`src/rtl/bsr_pkg.sv`:
```
package bsr_pkg;
   typedef enum logic [1:0] {
      GRP_SHIFT = 2'd0,
      GRP_TEST  = 2'd1,
      GRP_CLR   = 2'd2,
      GRP_SET   = 2'd3
   } grp_e;

   typedef enum logic [2:0] {
      SH_ROL_CIRC = 3'd0,
      SH_ROR_CIRC = 3'd1,
      SH_ROL_CARRY = 3'd2,
      SH_ROR_CARRY = 3'd3,
      SH_SHL       = 3'd4,
      SH_SHR_ARITH = 3'd5,
      SH_NIBSWAP   = 3'd6,
      SH_SHR_LOGIC = 3'd7
   } shk_e;

   typedef struct packed {
      logic z;
      logic n;
      logic h;
      logic c;
   } flags_t;

   localparam logic [2:0] TGT_MEM = 3'd6;
   localparam logic [2:0] TGT_ACC = 3'd7;
endpackage

```
`src/rtl/bsr_shift_core.sv`:
```
module bsr_shift_core
   import bsr_pkg::*;
#(
   parameter int W = 8
) (
   input  shk_e         kind,
   input  logic [W-1:0] din,
   input  logic         cin,
   output logic [W-1:0] dout,
   output logic         cout
);
   localparam int HALF = W / 2;

   always_comb begin
      dout = din;
      cout = 1'b0;
      unique case (kind)
         SH_ROL_CIRC:  begin dout = {din[W-2:0], din[W-1]};    cout = din[W-1]; end
         SH_ROR_CIRC:  begin dout = {din[0], din[W-1:1]};      cout = din[0];   end
         SH_ROL_CARRY: begin dout = {din[W-2:0], cin};         cout = din[W-1]; end
         SH_ROR_CARRY: begin dout = {cin, din[W-1:1]};         cout = din[0];   end
         SH_SHL:       begin dout = {din[W-2:0], 1'b0};        cout = din[W-1]; end
         SH_SHR_ARITH: begin dout = {din[W-1], din[W-1:1]};    cout = din[0];   end
         SH_NIBSWAP:   begin dout = {din[HALF-1:0], din[W-1:HALF]}; cout = 1'b0; end
         SH_SHR_LOGIC: begin dout = {1'b0, din[W-1:1]};        cout = din[0];   end
         default:      begin dout = din;                       cout = 1'b0;     end
      endcase
   end
endmodule

```
`src/rtl/bsr_bitop_core.sv`:
```
module bsr_bitop_core
   import bsr_pkg::*;
#(
   parameter int W     = 8,
   parameter int IDX_W = 3
) (
   input  grp_e             grp,
   input  logic [IDX_W-1:0] idx,
   input  logic [W-1:0]     din,
   output logic [W-1:0]     dout,
   output logic             sel_zero
);
   localparam int NSEL = 1 << IDX_W;
   logic [W-1:0] mask;

   for (genvar g = 0; g < W; g++) begin : g_mask
      if (g < NSEL) begin : g_live
         assign mask[g] = (idx == IDX_W'(g));
      end else begin : g_dead
         assign mask[g] = 1'b0;
      end
   end

   always_comb begin
      unique case (grp)
         GRP_CLR: dout = din & ~mask;
         GRP_SET: dout = din | mask;
         default: dout = din;
      endcase
   end

   assign sel_zero = ~|(din & mask);
endmodule

```
`src/rtl/bsr_rmw_ctrl.sv`:
```
module bsr_rmw_ctrl (
   input  logic clk,
   input  logic rst_n,
   input  logic start,
   input  logic start_mem,
   input  logic test_q,
   output logic accept,
   output logic cap_mem,
   output logic mem_rd,
   output logic mem_wr,
   output logic busy,
   output logic done
);
   typedef enum logic [1:0] {ST_IDLE, ST_LOAD, ST_STORE, ST_FIN} st_e;
   st_e st_q, st_d;

   assign accept = start && (st_q == ST_IDLE);

   always_comb begin
      st_d = st_q;
      unique case (st_q)
         ST_IDLE:  if (accept) st_d = start_mem ? ST_LOAD : ST_FIN;
         ST_LOAD:  st_d = test_q ? ST_FIN : ST_STORE;
         ST_STORE: st_d = ST_FIN;
         ST_FIN:   st_d = ST_IDLE;
         default:  st_d = ST_IDLE;
      endcase
   end

   always_ff @(posedge clk or negedge rst_n) begin
      if (!rst_n) st_q <= ST_IDLE;
      else        st_q <= st_d;
   end

   assign cap_mem = (st_q == ST_LOAD);
   assign mem_rd  = (st_q == ST_LOAD);
   assign mem_wr  = (st_q == ST_STORE);
   assign busy    = (st_q != ST_IDLE);
   assign done    = (st_q == ST_FIN);

   assert_rd_wr_excl_R9: assert property (@(posedge clk) disable iff (!rst_n)
      !(mem_rd && mem_wr));
   assert_wr_after_rd_R9: assert property (@(posedge clk) disable iff (!rst_n)
      mem_wr |-> $past(mem_rd));
   assert_test_no_store_R5: assert property (@(posedge clk) disable iff (!rst_n)
      (mem_rd && test_q) |=> !mem_wr);
   assert_done_pulse_R8: assert property (@(posedge clk) disable iff (!rst_n)
      done |=> !done);
   assert_no_accept_busy_R10: assert property (@(posedge clk) disable iff (!rst_n)
      (busy && start) |=> !(mem_rd && $past(done)));
endmodule

```
`src/rtl/bsr_unit.sv`:
```
module bsr_unit
   import bsr_pkg::*;
#(
   parameter int W     = 8,
   parameter int OP_W  = 8,
   parameter int IDX_W = 3
) (
   input  logic            clk,
   input  logic            rst_n,
   input  logic            start,
   input  logic            acc_rot,
   input  logic [OP_W-1:0] opcode,
   input  logic [W-1:0]    reg_val,
   input  logic [3:0]      flags_in,
   input  logic [W-1:0]    mem_rdata,
   output logic            mem_rd,
   output logic            mem_wr,
   output logic [W-1:0]    mem_wdata,
   output logic [W-1:0]    result,
   output logic [3:0]      flags_out,
   output logic            reg_we,
   output logic [2:0]      tgt_idx,
   output logic            busy,
   output logic            done
);
   localparam int TGT_LSB = 0;
   localparam int SEL_LSB = TGT_LSB + 3;
   localparam int GRP_LSB = SEL_LSB + IDX_W;

   if (W < 8 || (W % 2) != 0) begin : g_bad_w
      $error("bsr_unit: W must be even and at least 8");
   end
   if (OP_W != GRP_LSB + 2) begin : g_bad_op
      $error("bsr_unit: OP_W must equal 5 + IDX_W");
   end

   grp_e             grp_in;
   logic [2:0]       tgt_in;
   logic             accept, cap_mem;

   grp_e             grp_q;
   logic [IDX_W-1:0] sel_q;
   logic [2:0]       tgt_q;
   logic             acc_q;
   flags_t           fl_q;
   logic [W-1:0]     opnd_q;

   assign grp_in = acc_rot ? GRP_SHIFT : grp_e'(opcode[GRP_LSB +: 2]);
   assign tgt_in = acc_rot ? TGT_ACC : opcode[TGT_LSB +: 3];

   always_ff @(posedge clk or negedge rst_n) begin
      if (!rst_n) begin
         grp_q  <= GRP_SHIFT;
         sel_q  <= '0;
         tgt_q  <= '0;
         acc_q  <= 1'b0;
         fl_q   <= '0;
         opnd_q <= '0;
      end else if (accept) begin
         grp_q  <= grp_in;
         sel_q  <= acc_rot ? {1'b0, opcode[SEL_LSB +: IDX_W-1]} : opcode[SEL_LSB +: IDX_W];
         tgt_q  <= tgt_in;
         acc_q  <= acc_rot;
         fl_q   <= flags_t'(flags_in);
         opnd_q <= reg_val;
      end else if (cap_mem) begin
         opnd_q <= mem_rdata;
      end
   end

   bsr_rmw_ctrl u_ctrl (
      .clk       (clk),
      .rst_n     (rst_n),
      .start     (start),
      .start_mem (tgt_in == TGT_MEM),
      .test_q    (grp_q == GRP_TEST),
      .accept    (accept),
      .cap_mem   (cap_mem),
      .mem_rd    (mem_rd),
      .mem_wr    (mem_wr),
      .busy      (busy),
      .done      (done)
   );

   logic [W-1:0] sh_out, bo_out;
   logic         sh_c, sel_zero;

   bsr_shift_core #(.W(W)) u_shift (
      .kind (shk_e'(sel_q[2:0])),
      .din  (opnd_q),
      .cin  (fl_q.c),
      .dout (sh_out),
      .cout (sh_c)
   );

   bsr_bitop_core #(.W(W), .IDX_W(IDX_W)) u_bitop (
      .grp      (grp_q),
      .idx      (sel_q),
      .din      (opnd_q),
      .dout     (bo_out),
      .sel_zero (sel_zero)
   );

   flags_t fl_new;
   always_comb begin
      fl_new = fl_q;
      unique case (grp_q)
         GRP_SHIFT: begin
            fl_new.z = acc_q ? 1'b0 : (sh_out == '0);
            fl_new.n = 1'b0;
            fl_new.h = 1'b0;
            fl_new.c = sh_c;
         end
         GRP_TEST: begin
            fl_new.z = sel_zero;
            fl_new.n = 1'b0;
            fl_new.h = 1'b1;
         end
         default: fl_new = fl_q;
      endcase
   end

   assign result    = (grp_q == GRP_SHIFT) ? sh_out : bo_out;
   assign flags_out = fl_new;
   assign mem_wdata = result;
   assign tgt_idx   = tgt_q;
   assign reg_we    = done && (tgt_q != TGT_MEM) && (grp_q != GRP_TEST);

   assert_we_with_done_R8: assert property (@(posedge clk) disable iff (!rst_n)
      reg_we |-> done);
   assert_no_we_mem_R9: assert property (@(posedge clk) disable iff (!rst_n)
      (mem_rd || mem_wr) |-> !reg_we);
endmodule

```
`config.mk`:
```
export PLATFORM = sky130hd
export DESIGN_NAME = bsr_unit
export DESIGN_NICKNAME = d
export VERILOG_FILES = /design/src/rtl/bsr_pkg.sv /design/src/rtl/bsr_shift_core.sv /design/src/rtl/bsr_bitop_core.sv /design/src/rtl/bsr_rmw_ctrl.sv /design/src/rtl/bsr_unit.sv
export SDC_FILE = /design/constraint.sdc
export NUM_CORES = 1
export LEC_CHECK = 0
export ABC_AREA = 1
export BUFFER_PORTS_ARGS = -buffer_cell sky130_fd_sc_hd__buf_2
export CAP_MARGIN = 10
export CORE_MARGIN = 3
export CORE_UTILIZATION = 30
export CTS_BUF_LIST = sky130_fd_sc_hd__clkbuf_4
export DETAILED_ROUTE_END_ITERATION = 12
export PLACE_DENSITY = 0.62
export SLEW_MARGIN = 20
export SYNTH_ARGS = -nofsm -noshare
export SYNTH_HDL_FRONTEND = slang
export SYNTH_SLANG_ARGS = --single-unit
export TNS_END_PERCENT = 50
```
`constraint.sdc`:
```
create_clock -name clk -period 2.2 [get_ports clk]
set_clock_uncertainty 0.1 [all_clocks]
set_input_delay 0.44 -clock clk [delete_from_list [all_inputs] [get_ports clk]]
set_output_delay 0.44 -clock clk [all_outputs]
set_load 0.03 [all_outputs]
```
* Word-level counts from Yosys, hierarchy flattened
Cells that the tools add are included.
** Word-level totals
- ROM bits :: 0
- Latch bits :: 0
- Register bits after elaboration :: 23
- Logic and storage cells :: 60
- Memories kept :: 0
- Output and inout bits :: 28
- RAM bits :: 0
- Input bits :: 32
** Cells by class
- Eq/ne operators :: 17
- Multiplexer cells :: 16
- Order comparisons :: 0
- $add $sub $neg :: 0
- Reductions and logical operators :: 13
- Shift operators :: 0
- Div/mod/pow operators :: 0
- Bitwise logic cells :: 4
- Multipliers :: 0
** Operator list (count)
- 8-bit case mux with 8 select lines :: 1
- 8-bit 2-to-1 mux :: 3
- 8-bit AND :: 2
- 8-bit case mux with 2 select lines :: 1
- 3-bit equality test (second input constant) :: 5
- 2-bit equality test (second input constant) :: 4
- 8-bit logical NOT :: 1
- 8-bit inverter :: 1
- 8-bit OR :: 1
- 2-bit case mux with 4 select lines :: 1
- 8-bit OR reduction :: 1
- 3-bit by 2-bit equality test with 1-bit output (second input constant) :: 2
- 2-bit 2-to-1 mux :: 3
- 3-bit 2-to-1 mux :: 2
- 3-bit case mux with 2 select lines :: 1
- 2-bit by 1-bit equality test with 1-bit output (second input constant) :: 2
- 2-bit logical NOT :: 2
- 2-bit nonzero test :: 2
- 4-bit OR reduction :: 1
- 3-bit by 1-bit equality test with 1-bit output (second input constant) :: 1
- 1-bit logical AND :: 3
- 3-bit logical NOT :: 1
- 1-bit 2-to-1 mux :: 3
- 3-bit inequality test (second input constant) :: 1
- 5 further kinds :: 5

* Depth between registers and ports, before layout
Gate-level depths: netlist of run 1.
- Depth in word-level cells :: 5
- Mapped depth :: 11
- Mapped depth without buffers :: 10

* Hierarchy
From an unflattened synthesis of run 1, not the netlist that was laid out.
** Unflattened totals
- Cells, all modules :: 296
- Area, all modules :: 1905.6 um^2
** By module, submodules not included
- bsr_unit :: cells each 155, instances 1, seq. area each 525.5 um^2, area each 1139.8 um^2
- bsr_bitop_core :: cells each 65, instances 1, seq. area each 0.0 um^2, area each 312.8 um^2
- bsr_shift_core :: cells each 47, instances 1, seq. area each 0.0 um^2, area each 249.0 um^2
- bsr_rmw_ctrl :: cells each 29, instances 1, seq. area each 50.0 um^2, area each 203.9 um^2

* Least setup slack after synthesis of run 1
Ideal clock, no wire load.
- Path kind :: reg-to-output
- From :: reg grp_q[0]
- To :: out result[0]
- Data required time :: 1660 ps
- Stages on the path, launching flop included :: 6
- Data arrival time :: 1952 ps
- Path slack :: -292 ps
- Path buffers :: 2
- Cells stage by stage :: dfrtp_1 > buf_2 > nor2_1 > inv_1 > o21ai_0 > buf_4
** Between the ends
- Word-level cells in the longest chain between the ends :: 3
- Elaborated cells on any way between the ends :: 5
- Classes of those cells :: eq/ne (2); mux (2); reduce/logical (1)
** Ends and longest elaborated chain
- start, declared :: line bsr_unit.sv:41 : grp_e grp_q;
- start signal, assigned :: line bsr_unit.sv:60 : grp_q <= grp_in;
- 2-bit equality test :: line bsr_bitop_core.sv:25 : unique case (grp)
- 8-bit case mux with 2 select lines :: line bsr_bitop_core.sv:25
- 8-bit 2-to-1 mux * :: line bsr_unit.sv:123 : assign result = (grp_q == GRP_SHIFT) ? sh_out : bo_out;
- end, declared :: line bsr_unit.sv:19 : output logic [W-1:0] result,
Every way passes the cells marked *; elsewhere a longest branch is shown, timed or not.

* Final worst setup path of run 1
- From :: reg sel_q[1]
- To :: out mem_wdata[4]
** Between the ends
- Word-level cells in the longest chain between the ends :: 5
- Elaborated cells on any way between the ends :: 14
- Classes of those cells :: eq/ne (7); mux (3); bitwise (3); reduce/logical (1)
** Ends and longest elaborated chain
- start, declared :: line bsr_unit.sv:42 : logic [IDX_W-1:0] sel_q;
- start signal, assigned :: line bsr_unit.sv:61 : sel_q <= acc_rot ? {1'b0, opcode[SEL_LSB +: IDX_W-1]} : opcode[SEL_LSB +: IDX_W];
- 3-bit equality test :: line bsr_shift_core.sv:17, bsr_bitop_core.sv:18
- 8-bit inverter :: line bsr_bitop_core.sv:26 : GRP_CLR: dout = din & ~mask;
- 8-bit AND :: line bsr_bitop_core.sv:26
- 8-bit case mux with 2 select lines :: line bsr_bitop_core.sv:25
- 8-bit 2-to-1 mux * :: line bsr_unit.sv:123
- end, declared :: line bsr_unit.sv:18 : output logic [W-1:0] mem_wdata,
Marks and branches as above.

==> results of run 1 <==
metal layers:
metal | GRT usage, % | up-vias
met2 | 25.9 | 82
met5 | 0 | -
li1 | - | 985
met4 | 4.49 | 0
met1 | 24.3 | 894
met3 | 1.97 | 4
cells by family (layout without fill, tap and decap cells):
group,count (synthesis),after routing
flops,23,23
buf+inv,52,118
simple gates,128,128
compound gates,53,53
fa+ha+maj,5,5
worst min-delay path, stage by stage:
cell and delay, ns:
buf_2 0.07, nand2_1 0.04, nand2_1 0.04
registers in the layout, summed over array words and instances, names as in the netlist:
name / count
acc_q: 1
fl_q: 4
grp_q: 2
opnd_q: 8
sel_q: 3
tgt_idx: 3
u_ctrl.st_q: 2
repair_timing:
item                       4_1_cts  5_1_grt
hold endpoints to repair        23        0
buffers inserted                 4        3
resized for setup               35       28
setup endpoints to repair       17       19
pin swaps                        6       10
gates cloned                     0        1
hold buffers                     1        0
cell type report:
cell class	count	area (um2)
clock inverter	1	7.51
clock buffer	3	22.5
inverter	32	123
sequential	23	579
tap	72	90.1
multi-input combinational	186	1040
fill	598	3140
timing repair buffer	82	543
how the worst max path moves through the flow:
stage | endpoint | slack [ns] | cells past startpoint
after detailed placement | flags_out[3] | 0.11 | 10
after global routing | flags_out[3] | -0.28 | 11
after floorplan | result[1] | -0.09 | 5
final | mem_wdata[4] | -0.16 | 8
after global placement | flags_out[3] | 0.1 | 9
after CTS | flags_out[3] | -0.13 | 11
power by group:
group          total (uW)  internal (uW)  leakage (uW)  switching (uW)
Combinational        3420           1300      0.000929            2120
Sequential            862            620      0.000275             242
Clock                 198           69.3     0.0000139             128
Total                4480           1990       0.00122            2490
through the flow:
step / TNS, ns / power, uW / hold WS, ns
global placement: 0 / 3630 / 0.338
floorplan: -0.400 / 2990 / 0.0444
detailed placement: 0 / 3640 / 0.339
global route: -3.33 / 4850 / 0.207
finish: -1.18 / 4480 / 0.214
CTS: -0.865 / 4200 / 0.201
cell usage in the layout (no fill, tap or decap), types with 2 or more instances in the layout:
master	instances
nand2_1	71
buf_2	42
buf_4	31
inv_1	28
dfrtp_1	20
o21ai_0	16
nor2_1	14
nand3_1	13
a21oi_1	11
nand4_1	9
o211ai_1	9
buf_6	8
nand3_2	6
nor2_2	5
nand2_2	4
ha_1	4
inv_2	3
o22ai_1	3
o21ai_1	3
clkbuf_4	3
dfrtp_2	3
nor2_4	2
o22ai_4	2
o21ai_2	2
a31oi_1	2
o22a_1	2
==> results.yml, run 1 <==
placement:
  place_area_um2: 2110
  portBuffers: 59
  pre_cts_slack_ns: 0.115
  dp.final_hpwl_um: 4140
  place_congestion: 0.994
  post-place-cells: 386
global_routing:
  grt_pass1_vias: 1859
  grt_util_all_layers_pct: 16.7
  grt_max_degree: 24
  grt-ovfl-total: 0
  antenna_found_initial: 0
  grt_pass1_wl_um: 8830
hold_path:
  min_path_cells: 3
  hold_start: "flags_in[1]"
  holdPathEnd: "fl_q[1]"
  hold_class: "in2reg"
sta:
  setup_slack_ns: -0.161
  grt_setup_unrepaired: "true"
  fmax_mhz: 424
  final-hold-violation-count: 0
  worstMarginPinSlew_ns: 0.586
  max-slew-margin-rel_pct: 60.9
  timing.final.crit_share_pct: 107
  setup_violations: 17
  period_minus_slack_ns: 2.36
  drv_slew: 0
setup_path:
  crit_path_start_kind: "flop"
  cpMostUsedCell: "buf_4"
  r2r_slack_ns: 0.33
  crit_start: "sel_q[1]"
  worstRegToRegCells: 6
  crit_arrival_ns: 1.82
  cp_cell_sequence: "buf_4 -> inv_2 -> nand4_1 -> nand3_2 -> nor2_4 -> buf_4 -> o22ai_4 -> buf_6"
  crit_path_top_delay_cell: "dfrtp_2"
  cp-end-kind: "output pin"
  rr_startpoint: "u_ctrl.st_q[1]"
  crit_fanout: 7
  critPathKind: "reg2out"
  path_delay_family: "buffers and inverters"
  crit_required_ns: 1.66
  slowest_delay_ns: 0.49
  critPathBufInv: 4
  reg2reg_to: "opnd_q[5]"
yosys:
  netlist_area_um2: 1730
  synthAdderAreaFrac_pct: 3.61
  synth_top_family_by_area: "simple AND/OR/NAND/NOR gates"
  synth.largest_area_cell: "dfrtp_1"
  syn_nets: 298
  synth-edff-count: 0
  avgSynthCellArea_um2: 6.64
  synth_mux_area_share_pct: 0
  synth_compound_area_share_pct: 18.0
  synth_top_area_share_pct: 33.2
  yosysSeqAreaShare_pct: 33.2
  ys_top_cells_by_area: "dfrtp_1 33%, nand2_1 16%, inv_1 6.5%"
  ys_seq_elements: 23
  synth-async-reset-ratio_pct: 100
  synth_warnings: 0
  synth_common_cells: "75 x nand2_1, 30 x inv_1, 23 x dfrtp_1"
  synth_xor_area_share_pct: 0
  synth_top_flop_cell: "dfrtp_1"
  yosysMostFrequentCell: "nand2_1"
  yosysUniqueCellTypes: 24
  synth_simple_gate_area_share_pct: 31.2
  synthCells: 261
final_layout:
  final_core_util_pct: 43.4
  drive_gt1_share_pct: 36.1
  finish.instance_area_um2: 2400
  nNetsFinal: 365
  stdcell_count: 399
  insertedDiodeCount: 0
  area_delta_synth_final_pct: 38.6
die:
  die_area_um2: 6720
  placementRows: 27
  ioPinCount: 60
  fp.dieW_um: 82
  chipHeight_um: 82
  core_um2: 5540
  start_util_pct: 31.3
clocking:
  clk_pin_slew_ns: 0.13
  clockRootBuffer: "clkbuf_4"
  cts_tree: "built"
  htreeDepth: 1
  cts.sinks: 23
  cts_buffer_depth: 2
  cts_made_buffers: 3
  insertion_delay_ns: 0.31
route:
  first_iter_violations: 186
  via_per_inst: 4.92
  drt_wl_total_um: 5470
  postRouteAntennaNets: 0
  met1_length_um: 2560
  num_vias: 1965
  top_layer_used: "met4"
  wl_met2_um: 2540
  met3_length_um: 350
  drc: 0
  drt-pass1-iter-count: 4
  wl_per_cell_um: 13.7
status:
  status: "finished, violations left"
  violations: "negative setup slack"
power_and_ir_drop:
  ir_worst_vdd_mv: 0.821
  leakage_uw: 0.00122
  pwr_density_cell_nw_per_um2: 1870
run:
  drv_cap: 0
Power figures use the tool's default switching activity.
==> run 2, diff against run 1 <==
Settings changed: CORE_MARGIN 3 to 2, RECOVER_POWER set to 25.
==> results.yml, run 2 (synthesized netlist as in run 1, its figures left out) <==
global_routing:
  grt-ovfl-total: 0
  grt_max_degree: 24
  grt_pass1_wl_um: 8850
  grt_pass1_vias: 1829
  antenna_found_initial: 0
  grt_util_all_layers_pct: 17.3
placement:
  place_congestion: 0.890
  post-place-cells: 390
  portBuffers: 59
  dp.final_hpwl_um: 4170
setup_path:
  crit_start: "sel_q[0]"
  reg2reg_to: "sel_q[0]"
  rr_startpoint: "u_ctrl.st_q[1]"
  worstRegToRegCells: 6
  cp-end-kind: "output pin"
  crit_path_start_kind: "flop"
  crit_required_ns: 1.66
  r2r_slack_ns: 0.30
  crit_arrival_ns: 1.82
  critPathKind: "reg2out"
  crit_fanout: 7
  crit_end: "flags_out[3]"
clocking:
  cts_tree: "built"
  cts.sinks: 23
  clockRootBuffer: "clkbuf_4"
  cts_buffer_depth: 2
  clk_pin_slew_ns: 0.13
  cts_made_buffers: 3
  htreeDepth: 1
  insertion_delay_ns: 0.30
route:
  via_per_inst: 4.94
  drt_wl_total_um: 5320
  postRouteAntennaNets: 0
  drt-pass1-iter-count: 4
  num_vias: 1979
  first_iter_violations: 220
  drc: 0
  wl_per_cell_um: 13.3
sta:
  whs_ns: 0.216
  setup_violations: 17
  final-hold-violation-count: 0
  worstMarginPinSlew_ns: 1.24
  grt_setup_unrepaired: "true"
  timing.final.crit_share_pct: 107
  drv_slew: 0
  max-slew-margin-rel_pct: 17.1
  fmax_mhz: 424
  period_minus_slack_ns: 2.36
  setup_slack_ns: -0.160
hold_path:
  hold_start: "flags_in[2]"
  hold_class: "in2reg"
die:
  chipHeight_um: 80
  die_area_um2: 6400
  fp.dieW_um: 80
  start_util_pct: 31.3
  core_um2: 5540
  ioPinCount: 60
  placementRows: 27
final_layout:
  reg.largest.list: "opnd_q: 8 flops, fl_q: 4 flops"
  nNetsFinal: 367
  regMostFlops: "opnd_q"
  area_delta_synth_final_pct: 39.0
  final_common_cell: "nand2_1"
  n_fill_cell: 609
  stdcell_count: 401
  seqCellArea_um2: 579
  layout_common_cells: "69 x nand2_1, 44 x buf_2, 28 x inv_1, 23 x buf_4, 20 x dfrtp_1"
  multi_input_area_um2: 1020
  insertedDiodeCount: 0
  largest_reg_flops: 8
  drive_gt1_share_pct: 36.8
power_and_ir_drop:
  pwr_density_cell_nw_per_um2: 1840
  leakage_uw: 0.00123
  ir_worst_vdd_mv: 0.828
status:
  status: "finished, violations left"
  violations: "negative setup slack"
run:
  drv_cap: 0
[run 2: cell types whose count changed in the layout (fill, tap and decap cells not counted), sizes merged]
cell,change
buf,-2
clkbuf,+4
clkinv,+1
clkinvlp,-1
[run 2: timing repair]
| item | CTS | global route |
|---|---|---|
| gates resized for setup | 29 | 38 |
| endpoints found under the setup margin | 17 | 18 |
| hold endpoints to repair | 17 | 0 |
| buffers inserted | 3 | 3 |
| pin swaps | 4 | 10 |
| hold buffers | 1 | 0 |
[run 2: per-stage QoR]
stage	TNS [ns]	setup WS [ns]	util (%)	power, uW	instance area, um2
floorplan	-0.400	-0.0933	-	2990	1750
global placement	0	0.0914	38.7	3680	2140
detailed placement	0	0.0423	38.7	3700	2140
CTS	-1.54	-0.150	41.1	4160	2280
global route	-3.17	-0.262	43.5	4800	2410
finish	-1.27	-0.160	43.5	4430	2410
[run 2: worst min path at each step]
stage                          to  slack [ns]  depth (start not counted)
final                     fl_q[2]        0.22                          3
after floorplan             acc_q        0.04                          0
after global placement    fl_q[2]        0.34                          1
after CTS                 fl_q[0]        0.21                          3
after detailed placement  fl_q[2]        0.34                          1
after global routing      fl_q[0]        0.21                          3
[run 2: report_power, final]
group          internal (uW)  leakage (uW)  switching [uW]
Clock                   67.8     0.0000177             125
Sequential               620      0.000275             257
Combinational           1280      0.000934            2090
Total                   1960       0.00123            2470
[run 2: layout make-up]
cell class	count	area share [%]
inverters	32	5.19
flip-flops and latches	23	24.1
clock buffers	3	0.935
multi-input cells	186	42.4
clock inverters	1	0.208
repair buffers	84	23.4
well taps	72	3.74
[run 2: critical path, cell delays in order, from the launching register on]
cell and delay [ns]:
dfrtp_2 0.51, buf_6 0.13, a21oi_2 0.04, buf_4 0.15, nand2_1 0.05, inv_1 0.05
nor2_2 0.11, nand2_1 0.07, nor2_2 0.15, nand2_1 0.08, nand2_2 0.06, buf_6 0.12
[run 2: metal layers]
metal	GRT usage (%)	part of all wire, %	up-vias
met4	3.05	0	0
li1	-	-	991
met5	0	0	-
met3	1.92	7.1	0
met2	28.7	46	75
met1	24.3	47	913
